==> src/rtl/sleep_gate_pkg.sv <==
package sleep_gate_pkg;

  // verdict of one evaluated power-off request
  typedef struct packed {
    logic clr_t1;
    logic clr_t2;
    logic enter;
  } verdict_t;

  // snapshot taken on the accepting edge
  typedef struct packed {
    logic hit_t1;
    logic hit_t2;
    logic irq_busy;
  } snap_t;

endpackage

==> src/rtl/sleep_gate_probe.sv <==
// Decides whether one timer vetoes shutdown: armed and past half-range.
module sleep_gate_probe #(
  parameter int W = 4
) (
  input  logic         wke_i,
  input  logic [W-1:0] val_i,
  output logic         hit_o
);

  assign hit_o = wke_i & val_i[W-1];

  generate
    if (W > 1) begin : g_low
      logic unused_low;
      assign unused_low = ^val_i[W-2:0];
    end
  endgenerate

endmodule

==> src/rtl/sleep_gate_verdict.sv <==
// Snapshots the request conditions, then registers the verdict one edge later.
module sleep_gate_verdict
  import sleep_gate_pkg::*;
#(
  parameter int IRQ_W = 5
) (
  input  logic             clk,
  input  logic             rst_n,
  input  logic             req_i,
  input  logic             sleep_i,
  input  logic             hit_t1_i,
  input  logic             hit_t2_i,
  input  logic [IRQ_W-1:0] irq_i,
  output verdict_t         verdict_o,
  output verdict_t         verdict_nxt_o
);

  logic     accept;
  logic     pend_q, pend_d;
  snap_t    snap_q, snap_d;
  verdict_t vrd_q, vrd_d;

  // next-state
  always_comb begin
    accept          = req_i & ~sleep_i;
    pend_d          = accept;
    snap_d          = snap_q;
    if (accept) begin
      snap_d.hit_t1   = hit_t1_i;
      snap_d.hit_t2   = hit_t2_i;
      snap_d.irq_busy = |irq_i;
    end
    vrd_d.clr_t1 = pend_q & snap_q.hit_t1;
    vrd_d.clr_t2 = pend_q & snap_q.hit_t2;
    vrd_d.enter  = pend_q & ~sleep_i & ~snap_q.hit_t1 & ~snap_q.hit_t2
                   & ~snap_q.irq_busy;
  end

  // registers
  always_ff @(posedge clk or negedge rst_n) begin
    if (!rst_n) begin
      pend_q <= 1'b0;
      snap_q <= '0;
      vrd_q  <= '0;
    end else begin
      pend_q <= pend_d;
      snap_q <= snap_d;
      vrd_q  <= vrd_d;
    end
  end

  assign verdict_o     = vrd_q;
  assign verdict_nxt_o = vrd_d;

  // a busy interrupt word on the accepting edge blocks entry
  a_r6_irq_blocks: assert property (@(posedge clk) disable iff (!rst_n)
    (req_i && !sleep_i && (|irq_i)) |=> ##1 !vrd_q.enter);

  // requests while asleep produce nothing
  a_r9_ignored_asleep: assert property (@(posedge clk) disable iff (!rst_n)
    (req_i && sleep_i) |=> ##1 !(vrd_q.clr_t1 || vrd_q.clr_t2 || vrd_q.enter));

  // a timer veto and an entry never coincide
  a_r6_veto_excludes: assert property (@(posedge clk) disable iff (!rst_n)
    (vrd_q.clr_t1 || vrd_q.clr_t2) |-> !vrd_q.enter);

endmodule

==> src/rtl/sleep_gate_state.sv <==
// Holds the shutdown state: set by entry, cleared by external wake.
module sleep_gate_state (
  input  logic clk,
  input  logic rst_n,
  input  logic enter_i,
  input  logic wake_i,
  output logic sleep_o
);

  logic sleep_q, sleep_d;

  always_comb begin
    sleep_d = sleep_q;
    if (enter_i)     sleep_d = 1'b1;
    else if (wake_i) sleep_d = 1'b0;
  end

  always_ff @(posedge clk or negedge rst_n) begin
    if (!rst_n) sleep_q <= 1'b0;
    else        sleep_q <= sleep_d;
  end

  assign sleep_o = sleep_q;

  // shutdown holds without a wake
  a_r8_hold: assert property (@(posedge clk) disable iff (!rst_n)
    (sleep_q && !wake_i) |=> sleep_q);

  // wake without entry clears the state
  a_r8_wake_clears: assert property (@(posedge clk) disable iff (!rst_n)
    (wake_i && !enter_i) |=> !sleep_q);

endmodule

==> src/rtl/sleep_gate.sv <==
module sleep_gate
  import sleep_gate_pkg::*;
#(
  parameter int T1_W  = 4,
  parameter int T2_W  = 32,
  parameter int IRQ_W = 5
) (
  input  logic             clk,
  input  logic             rst_n,
  input  logic             off_req_i,
  input  logic             t1_wke_i,
  input  logic [T1_W-1:0]  t1_val_i,
  input  logic             t2_wke_i,
  input  logic [T2_W-1:0]  t2_val_i,
  input  logic [IRQ_W-1:0] irq_in_i,
  input  logic             wake_i,
  output logic             sleep_o,
  output logic             exit_pulse_o,
  output logic             t1_wke_clr_o,
  output logic             t2_wke_clr_o
);

  logic     hit_t1, hit_t2;
  verdict_t vrd, vrd_nxt;
  logic     sleep_s;

  sleep_gate_probe #(.W(T1_W)) u_probe_t1 (
    .wke_i (t1_wke_i),
    .val_i (t1_val_i),
    .hit_o (hit_t1)
  );

  sleep_gate_probe #(.W(T2_W)) u_probe_t2 (
    .wke_i (t2_wke_i),
    .val_i (t2_val_i),
    .hit_o (hit_t2)
  );

  sleep_gate_verdict #(.IRQ_W(IRQ_W)) u_verdict (
    .clk           (clk),
    .rst_n         (rst_n),
    .req_i         (off_req_i),
    .sleep_i       (sleep_s),
    .hit_t1_i      (hit_t1),
    .hit_t2_i      (hit_t2),
    .irq_i         (irq_in_i),
    .verdict_o     (vrd),
    .verdict_nxt_o (vrd_nxt)
  );

  sleep_gate_state u_state (
    .clk     (clk),
    .rst_n   (rst_n),
    .enter_i (vrd_nxt.enter),
    .wake_i  (wake_i),
    .sleep_o (sleep_s)
  );

  assign sleep_o      = sleep_s;
  assign exit_pulse_o = vrd.enter;
  assign t1_wke_clr_o = vrd.clr_t1;
  assign t2_wke_clr_o = vrd.clr_t2;

  // armed timer 1 past half-range yields its clear strobe
  a_r2_t1_clear: assert property (@(posedge clk) disable iff (!rst_n)
    (off_req_i && !sleep_s && hit_t1) |=> ##1 t1_wke_clr_o);

  // armed timer 2 past half-range yields its clear strobe
  a_r3_t2_clear: assert property (@(posedge clk) disable iff (!rst_n)
    (off_req_i && !sleep_s && hit_t2) |=> ##1 t2_wke_clr_o);

  // exit pulse only while the shutdown state rises
  a_r7_pulse_on_rise: assert property (@(posedge clk) disable iff (!rst_n)
    exit_pulse_o |-> (sleep_o && !$past(sleep_o)));

  // exit pulse lasts a single cycle
  a_r7_pulse_single: assert property (@(posedge clk) disable iff (!rst_n)
    exit_pulse_o |=> !exit_pulse_o);

  // a clear strobe needs a request two edges earlier
  a_r5_clear_needs_req: assert property (@(posedge clk) disable iff (!rst_n)
    (t1_wke_clr_o || t2_wke_clr_o) |-> $past(off_req_i, 2));

endmodule

==> config.mk <==
export PLATFORM = sky130hd
export DESIGN_NAME = sleep_gate
export DESIGN_NICKNAME = d
export VERILOG_FILES = /design/src/rtl/sleep_gate_pkg.sv /design/src/rtl/sleep_gate_probe.sv /design/src/rtl/sleep_gate_verdict.sv /design/src/rtl/sleep_gate_state.sv /design/src/rtl/sleep_gate.sv
export SDC_FILE = /design/constraint.sdc
export NUM_CORES = 1
export LEC_CHECK = 0
export BUFFER_PORTS_ARGS = -buffer_cell sky130_fd_sc_hd__buf_2
export CORE_AREA = 2 2 39 41
export CTS_CLUSTER_SIZE = 10
export DETAILED_ROUTE_END_ITERATION = 8
export DIE_AREA = 0 0 41 43
export GPL_ROUTABILITY_DRIVEN = 1
export PLACE_DENSITY_LB_ADDON = 0.05
export SKIP_CTS_REPAIR_TIMING = 1
export SYNTH_ARGS = -nofsm -noshare
export SYNTH_HDL_FRONTEND = slang
export SYNTH_SLANG_ARGS = --single-unit
==> constraint.sdc <==
create_clock -name clk -period 1.05 [get_ports clk]
set_clock_uncertainty 0.05 [all_clocks]
set_input_delay 0.0525 -clock clk [delete_from_list [all_inputs] [get_ports clk]]
set_output_delay 0.0525 -clock clk [all_outputs]
set_load 0.01 [all_outputs]
# == Word-level counts from Yosys, hierarchy flattened ==
# Cells that the tools add are included.
# op_classes
reduce_logical,2
bitwise_logic,13
n_mux,2
# op_table
op,count
1-bit AND,9
5-bit OR reduction,1
1-bit inverter,4
1-bit two-way mux,2
2-bit nonzero test,1
# totals
output_inout_bits,4
word_cells,25
reg_bits,8
input_bits,47

# == Logic depth before layout (Yosys ltp) ==
# Gate-level depths: netlist (run 1).
# depth
depth_word,6
ltp_mapped,3
mapped_depth_nobuf,2

# == Hierarchy ==
# Synthesis (run 1) repeated with hierarchy kept, for this count alone.
# hier_totals
hier_cells,22
hier_area_um2,315.3
# modules_own_cells
mod,n_inst,cells_per_inst,area_each_um2,seq_area_each_um2
sleep_gate_verdict,1,17,266.5,175.2
sleep_gate_state,1,3,36.3,25.0
sleep_gate_probe,2,1,6.3,0.0

# == Least setup slack after synthesis (run 1) ==
# No wires, ideal clock.
# synth_path
path_kind,register to register
start,register u_state.sleep_q (netlist: u_state.sleep_o)
end,register u_verdict.snap_q[0] (netlist name)
period_less_slack_ns,1.002
n_path_buf,0
stages_incl_launch_ff,3
setup_ns,0.133
required_ns,0.867
t_arrival_ns,0.819
setup_slack_ns,0.048
path_cell_list,dfrtp_1 nor4b_1 a2bb2oi_1
# synth_between
elab_chain_len,2
# synth_rtl
item,line,rtl
start: declaration,sleep_gate_state.sv:10,"logic sleep_q, sleep_d;"
start signal: assignment,sleep_gate_state.sv:20,else sleep_q <= sleep_d;
1-bit inverter,sleep_gate_verdict.sv:25,accept = req_i & ~sleep_i;
1-bit AND,sleep_gate_verdict.sv:25,
end signal: assignment,sleep_gate_verdict.sv:47,snap_q <= snap_d;
end: declaration,sleep_gate_verdict.sv:20,"snap_t snap_q, snap_d;"
# Every way passes these cells.
# A chain may end at the register's enable or synchronous reset.

# == Final worst setup path (run 1) ==
# Ends and elaborated chain as after synthesis.

==> summary.txt, run 1 <==
SYNTHESIS
--------------------------------------------------------------------------------
Proportion of netlist area held by the largest area contributor ...        63.0%
Syn. warnings .....................................................            0
Cell accounting for the most synthesized area .....................      dfrtp_1
Syn Inst Count ....................................................           25
Share of the yosys chip area belonging to registers ...............        63.0%
FF+latch count, synth .............................................            8
Library cells used by synthesis ...................................           13
Syn_nets ..........................................................           72
Cell types occupying the most area after synthesis ................ dfrtp_1 63%, mux2i_1 6.3%, and2_1 3.9%
Cell area after synthesis .........................................      318 um2
Synthesized area per cell .........................................     12.7 um2

WORST SETUP PATH
--------------------------------------------------------------------------------
Setup Crit Path Kind ..............................................   reg -> reg
Type of element launching the critical path .......................         flop
Data required time at the worst endpoint ..........................      1.13 ns
CP Data Arrival Time ..............................................      1.05 ns
Crit end category .................................................         flop
Critical path fanouts, max ........................................            6

CELLS AND AREA
--------------------------------------------------------------------------------
Post-synthesis to final-layout area growth ........................        45.3%
Number of inserted filler cells in the final layout ...............          158
Proportion of layout cells with a drive suffix above 1 ............        48.9%
Number of nets in the finished design .............................           94
Antenna diode count ...............................................            0

PWR
--------------------------------------------------------------------------------
Ratio of total power to cell area .................................  1380 mW/mm2
Internal ..........................................................       500 uW
Share of power burned in the clock network ........................        35.7%
Part of the power in registers ....................................        52.9%
Logic gate share of total power ...................................        11.4%
Static Leak .......................................................  0.000239 uW
Switching Power ...................................................       138 uW
Switching power share of the total ................................        21.7%
Peak VDD IR .......................................................     0.480 mV

PLACEMENT
--------------------------------------------------------------------------------
Routability Congestion ............................................        0.653
Port Buffer Count .................................................           16
Worst slack at placement ..........................................    0.0212 ns

STA
--------------------------------------------------------------------------------
Setup TNS after final layout ......................................         0 ns
Slew of the pin with the lowest slew margin .......................     0.246 ns
Number of max-slew violations in the final report .................            0
Final Cycle Share .................................................        92.7%
Max-Slew Margin vs Limit ..........................................        83.4%
Final hold slack ..................................................  -0.00247 ns
Unrepaired setup endpoints after global routing ...................        false
F_max .............................................................     1030 MHz
Final Hold Viols ..................................................            2
Setup-violating endpoint count in the final report ................            0
Final WS setup ....................................................    0.0771 ns
Shortest period the worst path allows .............................     0.973 ns

FLOORPLAN
--------------------------------------------------------------------------------
Total Die Area ....................................................  0.00176 mm2
Core area .........................................................  0.00138 mm2
Die Wd ............................................................        41 um
Die outline height ................................................        43 um
Number of rows in the core area ...................................           14
# IOs .............................................................           51
Initial core utilization ..........................................        23.0%

CLOCK TREE
--------------------------------------------------------------------------------
H-tree level count ................................................            1
Clock tree from TritonCTS .........................................        built
CTS Root Buffer Type ..............................................     clkbuf_4
Reg clk slew, reported paths ......................................      0.06 ns
Clock sink count ..................................................            8
Buffer levels on the longest clock path ...........................            2
Clock network latency to the later pin of the worst-skew pair .....      0.25 ns
Inserted Clock Buffers ............................................            3

DRT
--------------------------------------------------------------------------------
Wire length reported by the detailed router .......................       577 um
Mean number of vias per cell ......................................         4.28
Residual DRC ......................................................            0
Vias after detailed routing .......................................          261
Antenna-violating nets left .......................................            0
Number of DRC violations after detailed-routing iteration 0 .......            0
Routed length per instance ........................................      9.46 um
1st-pass router iterations ........................................            1

OUTCOME
--------------------------------------------------------------------------------
Result of the run ................................................. finished with violations
Violated checks ................................................... negative hold slack

GLOBAL ROUTE
--------------------------------------------------------------------------------
Largest net degree at the start of global routing .................            9
Congestion Overflow GR ............................................            0
GR Util All Layers ................................................        8.90%
Number of global-route vias before repair .........................          254
First-pass GRT wire length ........................................       972 um
Number of antenna violations at the first check in global routing .            0

JOB
--------------------------------------------------------------------------------
Total of max-cap violations .......................................            0

MIN PATH
--------------------------------------------------------------------------------
Type of the worst min-delay path ..................................    in -> reg

## power groups by stage
stage	Sequential [uW]	Clock (uW)	Combinational, uW
finish	337	228	72.6
global route	340	263	82.0
CTS	337	242	65.7
detailed placement	342	0	65.7
global placement	342	0	64.3
floorplan	343	0	31.1
## cells by family (layout without fill, tap and decap cells)
group	after synthesis	after routing	share of synthesized area, %
AOI/OAI and AO/OA	2	2	5.51
buffers and inverters	3	23	5.91
muxes	2	2	6.30
DFF	8	8	63.0
and+or+nand+nor	10	10	19.3
## state kept, by name, summed over array words and instances, names as in the netlist
| register | cells |
|---|---|
| u_state.sleep_o | 1 |
| u_verdict.pend_q | 1 |
| u_verdict.verdict_o | 3 |
| u_verdict.snap_q | 3 |
## placed cells by master (no fill, tap or decap), drive strengths merged, types with 2 or more instances in the layout
cell	instances
and2	2
buf	16
clkbuf	3
dfrtp	8
dlygate4sd3	2
inv	2
mux2i	2
nand2	2
nand2b	2
## per-stage QoR
stage	util (%)	hold WS (ns)	std cells	total power [uW]	area, um2
detailed placement	29.4	-0.145	56	408	407
finish	33.4	-0.00247	61	638	462
global placement	29.4	-0.150	56	406	407
CTS	31.0	-0.414	59	645	429
global route	33.4	0.00261	61	685	462
floorplan	-	-0.293	25	374	318
## Yosys cell counts, drive strengths merged
| master | count |
|---|---|
| o41ai | 1 |
| nand2b | 2 |
| nor4b | 1 |
| dfrtp | 8 |
| buf | 1 |
| mux2i | 2 |
| nand2 | 2 |
| and2 | 2 |
| nor4 | 1 |
| inv | 2 |
| a2bb2oi | 1 |
| nor2b | 1 |
| nor3 | 1 |
## cell type report
cell class / instances / area, um2 / area share (%)
clock buffers: 3 / 22.5 / 4.88
well taps: 16 / 20.0 / 4.34
multi-input cells: 14 / 110 / 23.8
flip-flops and latches: 8 / 201 / 43.6
repair buffers: 18 / 100 / 21.7
inverters: 2 / 7.51 / 1.63
## layer usage
metal  share of wire [%]  wire (um)  GRT usage (%)  up-vias
met5                   0          0              0        -
met4                 1.4          8           6.00        0
met3                 6.9         40           6.28        2
met2                  50        286           12.5       10
met1                  42        242           8.88      122
li1                    -          -              -      127
## worst paths after layout
path                                          start                endpoint  slack (ns)  depth (start not counted)
worst min-delay path                   t2_val_i[31]     u_verdict.snap_q[1]      -0.002                          3
worst max-delay path                u_state.sleep_o     u_verdict.snap_q[0]        0.08                          2
worst min register to register  u_verdict.snap_q[0]  u_verdict.verdict_o[0]        0.42                          1
min in group asynchronous                     rst_n        u_verdict.pend_q        0.12                          2
worst max register to register      u_state.sleep_o     u_verdict.snap_q[0]        0.08                          2
max in group asynchronous                     rst_n         u_state.sleep_o        0.65                          2
## critical path, stage by stage, from the launching register on
cell       delay [ns]
dfrtp_2          0.45
nor4b_2          0.27
a2bb2oi_1        0.08
Power figures use the tool's default switching activity.
==> run 2, diff against run 1 <==
==> constraint.sdc (replaced) <==
create_clock -name clk -period 1.05 [get_ports clk]
set_clock_uncertainty 0.05 [all_clocks]
set_input_delay 0.105 -clock clk [delete_from_list [all_inputs] [get_ports clk]]
set_output_delay 0.105 -clock clk [all_outputs]
set_load 0.01 [all_outputs]
==> run 2 against run 1 <==
The run now ends clean. Sequential power hardly changed. Non-clock buffer count fell by 1. Combinational power shrank 6.1%. Critical path type unchanged.
==> summary.txt, run 2 (synthesis results as in run 1) <==
DRT
-------------------------------------------------------------------------------------
Vias after detailed routing ............................................          257
Routed length per instance .............................................      9.52 um
Antenna-violating nets left ............................................            0
Mean number of vias per cell ...........................................         4.28
Number of DRC violations after detailed-routing iteration 0 ............            0
1st-pass router iterations .............................................            1
Wire length reported by the detailed router ............................       571 um
Residual DRC ...........................................................            0

GLOBAL ROUTE
-------------------------------------------------------------------------------------
GR Util All Layers .....................................................        8.90%
GRT met2 Usage .........................................................        12.5%
Congestion Overflow GR .................................................            0
Number of antenna violations at the first check in global routing ......            0
First-pass GRT wire length .............................................       972 um
Met1 Use GR ............................................................        8.88%
Number of global-route vias before repair ..............................          254
Busiest layer in global routing ........................................         met2
Largest net degree at the start of global routing ......................            9
Fraction of met3 tracks used by global routing .........................        6.28%

FLOORPLAN
-------------------------------------------------------------------------------------
Die outline height .....................................................        43 um
Total Die Area .........................................................  0.00176 mm2
Die Wd .................................................................        41 um
Core area ..............................................................  0.00138 mm2
# IOs ..................................................................           51
Number of rows in the core area ........................................           14
Initial core utilization ...............................................        23.0%

WORST SETUP PATH
-------------------------------------------------------------------------------------
Setup Crit Path Kind ...................................................   reg -> reg
Critical path fanouts, max .............................................            6
Crit end category ......................................................         flop
Data required time at the worst endpoint ...............................      1.12 ns
Type of element launching the critical path ............................         flop
CP Data Arrival Time ...................................................      1.10 ns

STA
-------------------------------------------------------------------------------------
F_max ..................................................................      976 MHz
Final hold slack .......................................................    0.0500 ns
Final Cycle Share ......................................................        97.6%
Max-Slew Margin vs Limit ...............................................        82.8%
Unrepaired setup endpoints after global routing ........................         true
Setup-violating endpoint count in the final report .....................            0
Final WS setup .........................................................    0.0254 ns
Number of max-slew violations in the final report ......................            0
Shortest period the worst path allows ..................................      1.02 ns
Final Hold Viols .......................................................            0
Slew of the pin with the lowest slew margin ............................     0.255 ns

CELLS AND AREA
-------------------------------------------------------------------------------------
Proportion of layout cells with a drive suffix above 1 .................        47.7%
Most frequent standard cell in the layout excluding fill and tap cells .        buf_2
Leading cell types in the layout, fill and taps excluded ............... 16 x buf_2, 7 x dfrtp_1, 3 x clkbuf_4
Number of nets in the finished design ..................................           93
Post-synthesis to final-layout area growth .............................        40.2%
Final Cell Area ........................................................      445 um2
Number of inserted filler cells in the final layout ....................          159
Antenna diode count ....................................................            0
Final Instance Count excl. Fillers .....................................           60

PLACEMENT
-------------------------------------------------------------------------------------
Port Buffer Count ......................................................           16
Routability Congestion .................................................        0.653
Standard cell area after detailed placement ............................      407 um2
Worst slack at placement ...............................................    0.0212 ns
DP Cell Count ..........................................................           56

CLOCK TREE
-------------------------------------------------------------------------------------
Clock sink count .......................................................            8
Clock network latency to the later pin of the worst-skew pair ..........      0.25 ns
Inserted Clock Buffers .................................................            3
CTS Root Buffer Type ...................................................     clkbuf_4
Reg clk slew, reported paths ...........................................      0.06 ns
H-tree level count .....................................................            1
Buffer levels on the longest clock path ................................            2
Clock tree from TritonCTS ..............................................        built

PWR
-------------------------------------------------------------------------------------
Static Leak ............................................................  0.000233 uW
Switching Power ........................................................       137 uW
Logic gate share of total power ........................................        10.8%
Switching power share of the total .....................................        21.6%
Internal ...............................................................       496 uW
Ratio of total power to cell area ......................................  1420 mW/mm2
Share of power burned in the clock network .............................        36.0%
Peak VDD IR ............................................................     0.480 mV
Part of the power in registers .........................................        53.2%

JOB
-------------------------------------------------------------------------------------
Total of max-cap violations ............................................            0

MIN PATH
-------------------------------------------------------------------------------------
Type of the worst min-delay path .......................................    in -> reg

OUTCOME
-------------------------------------------------------------------------------------
Result of the run ...................................................... finished, final reports clean

-- run 2: layer usage --
metal	part of all wire [%]	vias up	routed length, um
met2	50	10	285
met5	0	-	0
met4	1.4	0	8
li1	-	125	-
met3	7.0	2	40
met1	42	120	237
-- run 2: critical path, cell delays in order, from the launching register on --
cell	delay, ns
dfrtp_2	0.45
nor4b_1	0.31
a2bb2oi_1	0.09
-- run 2: per-stage QoR --
stage | utilization, % | power [uW] | setup TNS (ns)
detailed placement | 29.4 | 408 | 0
finish | 32.2 | 633 | 0
CTS | 31.0 | 645 | 0
global placement | 29.4 | 406 | 0
floorplan | - | 374 | 0
global route | 32.2 | 680 | -0.0178
-- run 2: worst paths after layout --
kind / start / end / slack, ns / cells after the start
worst max-delay path: u_state.sleep_o / u_verdict.snap_q[0] / 0.03 / 2
worst min-delay path: t2_val_i[31] / u_verdict.snap_q[1] / 0.05 / 3
worst max register to register: u_state.sleep_o / u_verdict.snap_q[0] / 0.03 / 2
worst min register to register: u_verdict.snap_q[0] / u_verdict.verdict_o[0] / 0.42 / 1
max in group asynchronous: rst_n / u_state.sleep_o / 0.59 / 2
min in group asynchronous: rst_n / u_verdict.pend_q / 0.17 / 2
-- run 2: layout make-up --
cell class | count | area [um2] | share of cell area (%)
clock buffers | 3 | 22.5 | 5.06
inverters | 2 | 7.51 | 1.69
multi-input cells | 14 | 104 | 23.3
flip-flops and latches | 8 | 201 | 45.2
well taps | 16 | 20.0 | 4.49
repair buffers | 17 | 90.1 | 20.2
-- run 2: power by group through the flow --
stage / clock network [uW] / logic, uW / registers [uW]
2_1_floorplan: 0 / 31.1 / 343
3_3_place_gp: 0 / 64.3 / 342
3_5_place_dp: 0 / 65.7 / 342
4_1_cts: 242 / 65.7 / 337
5_1_grt: 263 / 77.4 / 340
6_report: 228 / 68.2 / 337
==> run 3, diff against run 2 <==
--- a/config.mk
+++ b/config.mk
@@ -15,4 +15,5 @@
 export SKIP_CTS_REPAIR_TIMING = 1
 export SYNTH_ARGS = -nofsm -noshare
 export SYNTH_HDL_FRONTEND = slang
+export SYNTH_HIERARCHICAL = 1
 export SYNTH_SLANG_ARGS = --single-unit
==> run 3 against run 2 <==
The run now ends with negative setup slack left. Non-clock buffer count is 3 higher. Design area rose by 10%. Synthesized area is 0.79% lower. Routed wire length increased by 8.4%. Total power grew 4.3%. Synthesized cell count is 12% lower.
==> summary.txt, run 3 <==
SYNTHESIS
-------------------------------------------------------------------------------------
Syn Inst Count .........................................................           22
Share of synthesized flip-flops with an asynchronous set or reset ......         100%
Proportion of netlist area held by the largest area contributor ........        63.5%
Share of the yosys chip area belonging to registers ....................        63.5%
Syn_nets ...............................................................           69
Syn. warnings ..........................................................            6
Cell area after synthesis ..............................................      315 um2
FF+latch count, synth ..................................................            8
Post-synth EDFFs .......................................................            0
Most used standard cell by instance count after synthesis ..............      dfrtp_1
Most used DFF post-synth ...............................................      dfrtp_1
Library cells used by synthesis ........................................           11
Cell accounting for the most synthesized area ..........................      dfrtp_1
Cell types occupying the most area after synthesis ..................... dfrtp_1 63%, mux2_4 9.5%, and2_1 7.9%
Synthesized area per cell ..............................................     14.3 um2
Most used standard cells in the synthesized netlist .................... 8 x dfrtp_1, 4 x and2_1, 2 x mux2_4

WORST SETUP PATH
-------------------------------------------------------------------------------------
Critical path launch point ............................................. u_state/sleep_o
Data required time at the worst endpoint ...............................      1.12 ns
Maximum cell stage delay along the critical path .......................      0.45 ns
CP Buf/Inv Count .......................................................            0
Worst-case reg-to-reg path depth .......................................            2
Type of element launching the critical path ............................         flop
Internal reg-to-reg setup slack ........................................     -0.06 ns
End of the worst register-to-register path ............................. u_verdict/snap_q[1]
Critical path fanouts, max .............................................            4
CP Data Arrival Time ...................................................      1.19 ns
Crit end category ......................................................         flop
Critical path's top delay family .......................................   flip-flops
Critical Path, Cell by Cell ............................................ nor2b_4 > mux2_4
Instance count on the critical path ....................................            2
Startpoint of the worst-slack reg-to-reg timing path ................... u_state/sleep_o
Slowest library cell on the worst path .................................      dfrtp_2
Setup Crit Path Kind ...................................................   reg -> reg

CLOCK TREE
-------------------------------------------------------------------------------------
Buffer levels on the longest clock path ................................            2
Inserted Clock Buffers .................................................            3
Clock sink count .......................................................            8
Clock tree from TritonCTS ..............................................        built
Reg clk slew, reported paths ...........................................      0.05 ns
Clock network latency to the later pin of the worst-skew pair ..........      0.24 ns
H-tree level count .....................................................            1
CTS Root Buffer Type ...................................................     clkbuf_4

STA
-------------------------------------------------------------------------------------
Setup-violating endpoint count in the final report .....................            3
Final WS setup .........................................................   -0.0639 ns
Final Cycle Share ......................................................         106%
Slew of the pin with the lowest slew margin ............................     0.255 ns
Number of max-slew violations in the final report ......................            0
Final Hold Viols .......................................................            0
Shortest period the worst path allows ..................................      1.11 ns
F_max ..................................................................      898 MHz
Unrepaired setup endpoints after global routing ........................         true
Max-Slew Margin vs Limit ...............................................        82.7%

CELLS AND AREA
-------------------------------------------------------------------------------------
Utilization after layout ...............................................        35.5%
Number of nets in the finished design ..................................           94
Antenna diode count ....................................................            0
Leading cell types in the layout, fill and taps excluded ............... 15 x buf_2, 7 x dfrtp_1, 4 x and2_1
Post-synthesis to final-layout area growth .............................        56.0%
Most frequent standard cell in the layout excluding fill and tap cells .        buf_2
Final Cell Area ........................................................      492 um2
Proportion of layout cells with a drive suffix above 1 .................        58.7%

PLACEMENT
-------------------------------------------------------------------------------------
Port Buffer Count ......................................................           16
Standard cell area after detailed placement ............................      432 um2
Worst slack at placement ...............................................   -0.0488 ns
Routability Congestion .................................................        0.615

GLOBAL ROUTE
-------------------------------------------------------------------------------------
Congestion Overflow GR .................................................            0
GR Util All Layers .....................................................        8.61%
Number of global-route vias before repair ..............................          262
Number of antenna violations at the first check in global routing ......            0
First-pass GRT wire length .............................................       938 um
Largest net degree at the start of global routing ......................            9

DRT
-------------------------------------------------------------------------------------
Vias after detailed routing ............................................          248
Residual DRC ...........................................................            0
Mean number of vias per cell ...........................................         4.00
Number of DRC violations after detailed-routing iteration 0 ............            0
Routed length per instance .............................................      9.98 um
1st-pass router iterations .............................................            1
Antenna-violating nets left ............................................            0
Wire length reported by the detailed router ............................       619 um

FLOORPLAN
-------------------------------------------------------------------------------------
Core area ..............................................................  0.00138 mm2
Total Die Area .........................................................  0.00176 mm2
Die outline height .....................................................        43 um
Die Wd .................................................................        41 um
Initial core utilization ...............................................        22.8%
# IOs ..................................................................           51
Number of rows in the core area ........................................           14

JOB
-------------------------------------------------------------------------------------
Total of max-cap violations ............................................            0

PWR
-------------------------------------------------------------------------------------
Static Leak ............................................................  0.000264 uW
Ratio of total power to cell area ......................................  1340 mW/mm2
Peak VDD IR ............................................................     0.375 mV
Final Power ............................................................       660 uW

MIN PATH
-------------------------------------------------------------------------------------
Origin of the worst min-delay path .....................................  irq_in_i[4]
Type of the worst min-delay path .......................................    in -> reg
Number of stages on the worst hold path ................................            3
Endpoint of the worst hold path ........................................ u_verdict/snap_q[0]

OUTCOME
-------------------------------------------------------------------------------------
Violated checks ........................................................ negative setup slack
Result of the run ...................................................... finished with violations

==> run 3: layer usage <==
metal / share of wire, % / GRT usage [%]
met1: 40 / 7.62
met2: 51 / 13.8
met3: 5.5 / 3.14
met4: 3.1 / 8.00
met5: 0 / 0
==> run 3: area by class of cell <==
cell class | count | area (um2)
fillers | 140 | 892
flip-flops and latches | 8 | 201
repair buffers | 20 | 123
multi-input cells | 13 | 118
clock buffers | 4 | 26.3
well taps | 16 | 20.0
inverters | 1 | 3.75
==> run 3: worst max path at each step <==
stage	endpoint	slack (ns)
floorplan	u_verdict/snap_q[1]	-0.02
global placement	u_verdict/snap_q[1]	-0.03
detailed placement	u_verdict/snap_q[1]	-0.05
CTS	sleep_o	-0.08
global route	u_verdict/snap_q[1]	-0.09
finish	u_verdict/snap_q[1]	-0.06
==> run 3: worst min-delay path: stages <==
cell and delay [ns]:
buf_2 0.08, nor4b_1 0.04, a2bb2oi_1 0.11
==> run 3: report_power, final <==
group          switching, uW  total [uW]  internal [uW]
Combinational           30.4        87.2           56.8
Clock                   92.1         237            145
Sequential              10.6         337            326
Total                    133         660            527
==> run 3: logic make-up (layout without fill, tap and decap cells) <==
logic type	after synthesis	in the layout	synth area share, %
and+or+nand+nor	9	9	20.6
AOI/OAI and AO/OA	2	2	5.16
DFF	8	8	63.5
muxes	2	2	9.52
buffers and inverters	1	25	1.19
==> run 3: stage by stage <==
step / std cells / hold WS (ns) / TNS, ns
global placement: 56 / -0.0984 / -0.0596
floorplan: 22 / -0.241 / -0.0442
CTS: 60 / -0.363 / -0.234
finish: 62 / 0.0874 / -0.163
global route: 62 / 0.0979 / -0.346
detailed placement: 56 / -0.0946 / -0.114
